$ cat config.mk
export PLATFORM = sky130hd
export DESIGN_NAME = barrier_sync
export DESIGN_NICKNAME = d
export VERILOG_FILES = /design/src/rtl/barrier_pkg.sv /design/src/rtl/bar_popcount.sv /design/src/rtl/bar_arrival_filter.sv /design/src/rtl/bar_episode_ctrl.sv /design/src/rtl/barrier_sync.sv
export SDC_FILE = /design/constraint.sdc
export NUM_CORES = 1
export LEC_CHECK = 0
export ABC_AREA = 1
export ABC_CLOCK_PERIOD_IN_PS = 6300
export BUFFER_PORTS_ARGS = -buffer_cell sky130_fd_sc_hd__buf_2
export CAP_MARGIN = 5
export CELL_PAD_IN_SITES_DETAIL_PLACEMENT = 1
export CELL_PAD_IN_SITES_GLOBAL_PLACEMENT = 2
export CORE_ASPECT_RATIO = 2
export CORE_MARGIN = 5
export CORE_UTILIZATION = 32
export DETAILED_ROUTE_END_ITERATION = 7
export PLACE_DENSITY = 0.87
export SLEW_MARGIN = 20
export SYNTH_ARGS = -nofsm -noshare
export SYNTH_HDL_FRONTEND = slang
export SYNTH_HIERARCHICAL = 1
export SYNTH_SLANG_ARGS = --single-unit
$ cat constraint.sdc
create_clock -name clk -period 6.3 [get_ports clk]
set_input_delay 1.89 -clock clk [delete_from_list [all_inputs] [get_ports clk]]
set_output_delay 1.89 -clock clk [all_outputs]
set_load 0.05 [all_outputs]
$ cat src/rtl/barrier_pkg.sv
package barrier_pkg;

  typedef enum logic [1:0] {
    CFG_NONE    = 2'd0,
    CFG_TAKEN   = 2'd1,
    CFG_REFUSED = 2'd2
  } cfg_verdict_e;

endpackage

$ cat src/rtl/bar_popcount.sv
module bar_popcount #(
  parameter int W  = 8,
  parameter int OW = $clog2(W + 1)
) (
  input  logic [W-1:0]  bits_i,
  output logic [OW-1:0] count_o
);

  logic [OW-1:0] partial [W+1];

  assign partial[0] = '0;

  for (genvar i = 0; i < W; i++) begin : g_sum
    assign partial[i+1] = partial[i] + OW'(bits_i[i]);
  end

  assign count_o = partial[W];

endmodule

$ cat src/rtl/bar_arrival_filter.sv
module bar_arrival_filter #(
  parameter int N_PORTS = 8,
  parameter int CNT_W   = $clog2(N_PORTS + 1)
) (
  input  logic               clk,
  input  logic               rst_n,
  input  logic [N_PORTS-1:0] arrive_i,
  input  logic [CNT_W-1:0]   total_i,
  input  logic               release_now_i,
  output logic [N_PORTS-1:0] new_mask_o,
  output logic [N_PORTS-1:0] arrived_o,
  output logic               dup_err_o
);

  logic [N_PORTS-1:0] member;
  logic [N_PORTS-1:0] arrived_q;
  logic               err_q;
  logic               dup_hit;

  // a port takes part when its index is below the configured total
  for (genvar i = 0; i < N_PORTS; i++) begin : g_member
    assign member[i] = (CNT_W'(i) < total_i);
  end

  assign new_mask_o = arrive_i & member & ~arrived_q;
  assign dup_hit    = |(arrive_i & member & arrived_q);

  always_ff @(posedge clk or negedge rst_n) begin
    if (!rst_n) begin
      arrived_q <= '0;
      err_q     <= 1'b0;
    end else begin
      arrived_q <= release_now_i ? '0 : (arrived_q | new_mask_o);
      err_q     <= err_q | dup_hit;
    end
  end

  assign arrived_o = arrived_q;
  assign dup_err_o = err_q;

  // once raised the flag never drops
  a_r6_err_sticky: assert property (@(posedge clk) disable iff (!rst_n)
    dup_err_o |=> dup_err_o);

  // a recorded arrival is kept until the release clears the episode
  a_r6_arrival_kept: assert property (@(posedge clk) disable iff (!rst_n)
    !release_now_i |=> ((arrived_q & $past(arrived_q)) == $past(arrived_q)));

  // non-participating ports never appear as arrived
  a_r8_only_members: assert property (@(posedge clk) disable iff (!rst_n)
    (arrived_q & ~member) == '0);

endmodule

$ cat src/rtl/bar_episode_ctrl.sv
module bar_episode_ctrl
  import barrier_pkg::*;
#(
  parameter int N_PORTS    = 8,
  parameter int CNT_W      = $clog2(N_PORTS + 1),
  parameter int INIT_COUNT = N_PORTS
) (
  input  logic             clk,
  input  logic             rst_n,
  input  logic [CNT_W-1:0] new_cnt_i,
  input  logic             idle_i,
  input  logic             cfg_valid_i,
  input  logic [CNT_W-1:0] cfg_count_i,
  output logic [CNT_W-1:0] total_o,
  output logic [CNT_W-1:0] remaining_o,
  output logic             release_now_o,
  output logic             release_o,
  output logic             sense_o,
  output logic             cfg_ack_o,
  output logic             cfg_nak_o
);

  localparam logic [CNT_W-1:0] MAX_CNT  = CNT_W'(N_PORTS);
  localparam logic [CNT_W-1:0] INIT_CNT = CNT_W'(INIT_COUNT);

  logic [CNT_W-1:0] total_q;
  logic [CNT_W-1:0] remaining_q;
  logic [CNT_W-1:0] rem_after;
  logic             rel_q;
  logic             sense_q;
  logic             cfg_ok;
  cfg_verdict_e     verdict_d;
  cfg_verdict_e     verdict_q;

  // fetch-and-add of minus the group size
  assign rem_after     = remaining_q - new_cnt_i;
  assign release_now_o = (new_cnt_i != '0) && (rem_after == '0);

  assign cfg_ok = cfg_valid_i && idle_i && (new_cnt_i == '0) &&
                  (cfg_count_i != '0) && (cfg_count_i <= MAX_CNT);

  always_comb begin
    verdict_d = CFG_NONE;
    if (cfg_valid_i) verdict_d = cfg_ok ? CFG_TAKEN : CFG_REFUSED;
  end

  always_ff @(posedge clk or negedge rst_n) begin
    if (!rst_n) begin
      total_q     <= INIT_CNT;
      remaining_q <= INIT_CNT;
      rel_q       <= 1'b0;
      sense_q     <= 1'b0;
      verdict_q   <= CFG_NONE;
    end else begin
      rel_q     <= release_now_o;
      verdict_q <= verdict_d;
      if (release_now_o) begin
        remaining_q <= total_q;
        sense_q     <= ~sense_q;
      end else if (cfg_ok) begin
        total_q     <= cfg_count_i;
        remaining_q <= cfg_count_i;
      end else begin
        remaining_q <= rem_after;
      end
    end
  end

  assign total_o     = total_q;
  assign remaining_o = remaining_q;
  assign release_o   = rel_q;
  assign sense_o     = sense_q;
  assign cfg_ack_o   = (verdict_q == CFG_TAKEN);
  assign cfg_nak_o   = (verdict_q == CFG_REFUSED);

  // the counter never sits at zero and never exceeds the total
  a_r2_count_bounds: assert property (@(posedge clk) disable iff (!rst_n)
    (remaining_q != '0) && (remaining_q <= total_q));

  // sense flips with each release
  a_r5_sense_flip: assert property (@(posedge clk) disable iff (!rst_n)
    release_o |-> (sense_o != $past(sense_o)));

  // sense holds between releases
  a_r5_sense_hold: assert property (@(posedge clk) disable iff (!rst_n)
    !release_o |-> (sense_o == $past(sense_o)));

  // a fresh episode starts from the full total
  a_r7_reload: assert property (@(posedge clk) disable iff (!rst_n)
    release_o |-> (remaining_q == total_q));

  // accept and refuse are exclusive
  a_r9_verdict_excl: assert property (@(posedge clk) disable iff (!rst_n)
    !(cfg_ack_o && cfg_nak_o));

  // the total only moves on an accepted request
  a_r10_total_guard: assert property (@(posedge clk) disable iff (!rst_n)
    (total_q != $past(total_q)) |-> cfg_ack_o);

endmodule

$ cat src/rtl/barrier_sync.sv
module barrier_sync #(
  parameter int N_PORTS    = 8,
  parameter int INIT_COUNT = N_PORTS,
  parameter int CNT_W      = $clog2(N_PORTS + 1)
) (
  input  logic               clk,
  input  logic               rst_n,
  input  logic [N_PORTS-1:0] arrive_i,
  input  logic               cfg_valid_i,
  input  logic [CNT_W-1:0]   cfg_count_i,
  output logic               release_o,
  output logic               sense_o,
  output logic               dup_err_o,
  output logic               cfg_ack_o,
  output logic               cfg_nak_o
);

  logic [N_PORTS-1:0] new_mask;
  logic [N_PORTS-1:0] arrived;
  logic [CNT_W-1:0]   new_cnt;
  logic [CNT_W-1:0]   arrived_cnt;
  logic [CNT_W-1:0]   total;
  logic [CNT_W-1:0]   remaining;
  logic               release_now;

  bar_arrival_filter #(.N_PORTS(N_PORTS), .CNT_W(CNT_W)) u_filter (
    .clk           (clk),
    .rst_n         (rst_n),
    .arrive_i      (arrive_i),
    .total_i       (total),
    .release_now_i (release_now),
    .new_mask_o    (new_mask),
    .arrived_o     (arrived),
    .dup_err_o     (dup_err_o)
  );

  bar_popcount #(.W(N_PORTS), .OW(CNT_W)) u_new_cnt (
    .bits_i  (new_mask),
    .count_o (new_cnt)
  );

  bar_popcount #(.W(N_PORTS), .OW(CNT_W)) u_arr_cnt (
    .bits_i  (arrived),
    .count_o (arrived_cnt)
  );

  bar_episode_ctrl #(.N_PORTS(N_PORTS), .CNT_W(CNT_W), .INIT_COUNT(INIT_COUNT)) u_ctrl (
    .clk           (clk),
    .rst_n         (rst_n),
    .new_cnt_i     (new_cnt),
    .idle_i        (arrived == '0),
    .cfg_valid_i   (cfg_valid_i),
    .cfg_count_i   (cfg_count_i),
    .total_o       (total),
    .remaining_o   (remaining),
    .release_now_o (release_now),
    .release_o     (release_o),
    .sense_o       (sense_o),
    .cfg_ack_o     (cfg_ack_o),
    .cfg_nak_o     (cfg_nak_o)
  );

  // the counter always equals total minus the distinct arrivals so far
  a_r3_count_matches: assert property (@(posedge clk) disable iff (!rst_n)
    remaining == (total - arrived_cnt));

  // a release follows only an edge that saw the last missing arrivals
  a_r2_release_cause: assert property (@(posedge clk) disable iff (!rst_n)
    release_o |-> ($past(remaining) == $past(new_cnt)));

endmodule

==> qor.txt <==
========================================================================================
Area enclosed by the die boundary                                               6090 um2
Fraction of synthesized cell area taken by the top area cell type                  32.6%
Final WS setup                                                                  0.528 ns
Post-synth cell types                                                                 23
Final setup violation count                                                            0
Die extent in x                                                                  57.7 um
Ports placed on the boundary                                                          20
Antenna viol nets, final                                                               0
Critical path capture point type                                                register
Result of the run                                                           finished, final reports clean
Cell type with the highest aggregate area in the netlist                         dfrtp_1
CTS clk-pin slew, worst paths                                                    0.08 ns
Number of cells produced by synthesis                                                203
Root cell of the clock tree                                                     clkbuf_8
Number of setup buffers added after CTS                                                0
Met1 layer wirelength in the final routing                                       1270 um
Overall Power                                                                   0.274 mW
Top Layer Used                                                                      met4
Combinational share of power                                                       13.0%
Max-capacitance violation count                                                        0
Count of unresolved DRC violations after routing                                       0
Most used DFF post-synth                                                         dfrtp_1
Total met3 wirelength after detailed routing                                      108 um
Leakage component of the power                                                  0.897 nW
Total power per unit cell area                                                166 nW/um2
Maximum clock rate                                                               173 MHz
Critical Path AT                                                                 5.91 ns
GR Util All Layers                                                                 13.3%
Total nets after synthesis                                                           229
PortBufs                                                                              19
Category of cells accounting for the largest share of critical-path delay    adder cells
Share of the cycle needed by the critical path after routing                       91.6%
Top-count cell post-synth                                                        nand2_1
Share of layout cells above drive strength 1                                       17.0%
Wirelength, routed                                                               3680 um
Net switching power of the design                                              0.0756 mW
Path category of the worst min-delay check                                  register to register
Critical Path Slowest Stage Cell                                                    fa_1
Mean instance size in the synthesized netlist                                   7.18 um2
Skew-Pair Late Insertion Delay                                                   0.26 ns
Slew HR                                                                            66.4%
Total number of vias                                                                1293
Detail-routed via count per cell                                                    4.65
Yosys Warn Count                                                                       6
Share of power burned in registers                                                 53.5%
Commonest cells in the synthesized netlist                                  nand2_1, inv_1, nor2_1, dfrtp_1, nand3_1
Row count                                                                             34
Proportion of total power due to net switching                                     27.6%
HPWL after DPL                                                                   3130 um
# H-tree levels                                                                        1
Crit path time final                                                             5.77 ns
Starting DRC count in detailed routing                                                14
Stage delay of the slowest cell on the critical path                             0.51 ns
Power Internal                                                                  0.198 mW
Final weighted congestion in routability-driven placement                          0.740
Post-Route Skew                                                               0.00273 ns
Crit path cell chain                                                        buf_2 > inv_1 > nor3_1 > inv_1 > fa_1 > fa_1 > fa_1 > inv_1 > ha_1 > inv_1 > fa_1 > inv_1 > nand2_1 > nand2_1 > inv_1 > ha_1 > a21oi_1 > nand3_1 > nand2_1 > nand2_1 > inv_1 > a21oi_1
Worst-case clock buffer depth                                                          2
Maximum number of pins on one net before global-route repair                          22
First-pass iteration count of the detailed router                                      4
Wire per inst                                                                    13.2 um
Worst IR drop on VDD                                                           0.0915 mV
Post-layout nets                                                                     251
CP startpoint kind                                                             input pin
Number of global-route vias before repair                                           1419
Critical path's most frequent cell                                                 inv_1
Antenna violations before repair                                                       0
Clock sink count                                                                      21
Number of register bits inferred by synthesis                                         21
Number of gates resized after CTS                                                      0
Die boundary height                                                               105 um
Maximum fanout along the worst path                                                    9
Number of synthesized flops with an enable pin                                         0
Core outline area                                                               4380 um2
Combined buffer and inverter count along the critical path                             8
Filler Cell Count                                                                    580
Type of the worst setup path                                                input pin to register
Final number of max-transition violations                                              0
Post-place setup slack                                                          0.164 ns
Wire length of the first global-routing pass                                     6310 um
CTS Buf Count                                                                          3
Post-route setup TNS                                                                0 ns
Hold buffer count at cts                                                               0
Worst EP required                                                                6.44 ns
Hold Fails Final Rpt                                                                   0
Starting Density                                                                   33.3%
Cells taking the most area after synthesis                                  dfrtp_1, nand2_1, inv_1
Clock network fraction of design power                                             33.5%
Worst Tran Pin Value                                                            0.505 ns
Area growth syn-to-layout                                                          13.3%
Diodes inserted                                                                        0
Area of the mapped netlist                                                      1460 um2
Unrepaired setup endpoints after global routing                                       no
TritonCTS clock tree                                                                done
Routed met2 length                                                               2260 um
Share of flip-flops with an asynchronous set or reset after synthesis               100%
Seq/Total Area, Yosys                                                              36.2%
GR Overflow Total                                                                      0
========================================================================================
==> metrics by stage <==
step,area [um2],hold WS (ns),utilization (%),cells
2_1_floorplan,1460,0.493,-,203
3_3_place_gp,1610,0.538,36.6,274
3_5_place_dp,1610,0.525,36.6,274
4_1_cts,1650,0.547,37.7,278
5_1_grt,1650,0.559,37.7,278
6_report,1650,0.536,37.7,278
==> sequential cells by signal, indices dropped and copies added (netlist names) <==
name	count
u_ctrl/verdict_q	2
u_ctrl/sense_o	1
u_filter/arrived_o	8
u_ctrl/remaining_o	4
u_filter/dup_err_o	1
u_ctrl/release_o	1
u_ctrl/total_o	4
==> worst reg2reg max path: cells and delay by family (launching register included) <==
kind	cells	cell delay, ns
simple gates	9	0.91
fa+ha+maj	6	2.32
buf+inv	6	0.57
compound gates	2	0.34
flops	1	0.64
==> power groups by stage <==
stage / Combinational (mW) / Sequential [mW] / Clock (mW)
after floorplan: 0.0215 / 0.149 / 0
after global placement: 0.0350 / 0.149 / 0
final: 0.0355 / 0.147 / 0.0919
after CTS: 0.0365 / 0.147 / 0.0952
after detailed placement: 0.0364 / 0.150 / 0
after global routing: 0.0414 / 0.148 / 0.101
==> cell families after synthesis <==
| logic type | Yosys count | share of synthesized area, % |
|---|---|---|
| compound gates | 14 | 5.84 |
| buf+inv | 48 | 12.9 |
| fa+ha+maj | 11 | 12.0 |
| simple gates | 108 | 32.4 |
| flops | 21 | 36.2 |
| xor+xnor | 1 | 0.601 |
==> layout by cell type, fill, tap and decap left out, types with 2 or more instances in the layout <==
cell and n:
ha_1 6, clkbuf_8 3, nand2_1 51, o21ai_2 3, dfrtp_1 19, nand2_2 2, nor2_4 2, nand4_1 4
buf_2 19, a21oi_1 9, nor2_2 3, dfstp_2 2, nor2_1 28, fa_1 5, nand3_1 15, inv_1 45
==> area by class of cell <==
| type | instances | area, um2 | share of cell area (%) |
|---|---|---|---|
| Clock buffer | 3 | 41.3 | 2.50 |
| Sequential cell | 21 | 528 | 32.0 |
| Multi-Input combinational cell | 134 | 742 | 44.9 |
| Timing Repair Buffer | 19 | 95.1 | 5.76 |
| Tap cell | 54 | 67.6 | 4.09 |
| Inverter | 46 | 173 | 10.5 |
| Clock inverter | 1 | 5.00 | 0.303 |
==> per-layer routing <==
| layer | GRT usage (%) | vias to the layer above |
|---|---|---|
| met3 | 1.59 | 4 |
| met2 | 27.6 | 14 |
| met4 | 3.98 | 0 |
| li1 | - | 653 |
| met1 | 12.5 | 622 |
| met5 | 0 | - |
==> worst paths after layout <==
path                                   start                     to  slack [ns]  depth (start not counted)
min reg2reg                   u_ctrl/sense_o         u_ctrl/sense_o        0.54                          2
max                              arrive_i[3]  u_filter/arrived_o[2]        0.53                         22
min                           u_ctrl/sense_o         u_ctrl/sense_o        0.54                          2
max reg2reg                u_ctrl/total_o[3]  u_filter/arrived_o[2]        1.44                         23
min in group asynchronous              rst_n  u_filter/arrived_o[4]        1.58                          1
max in group asynchronous              rst_n      u_ctrl/total_o[3]        4.36                          1
(Power assumes the default switching activity.)
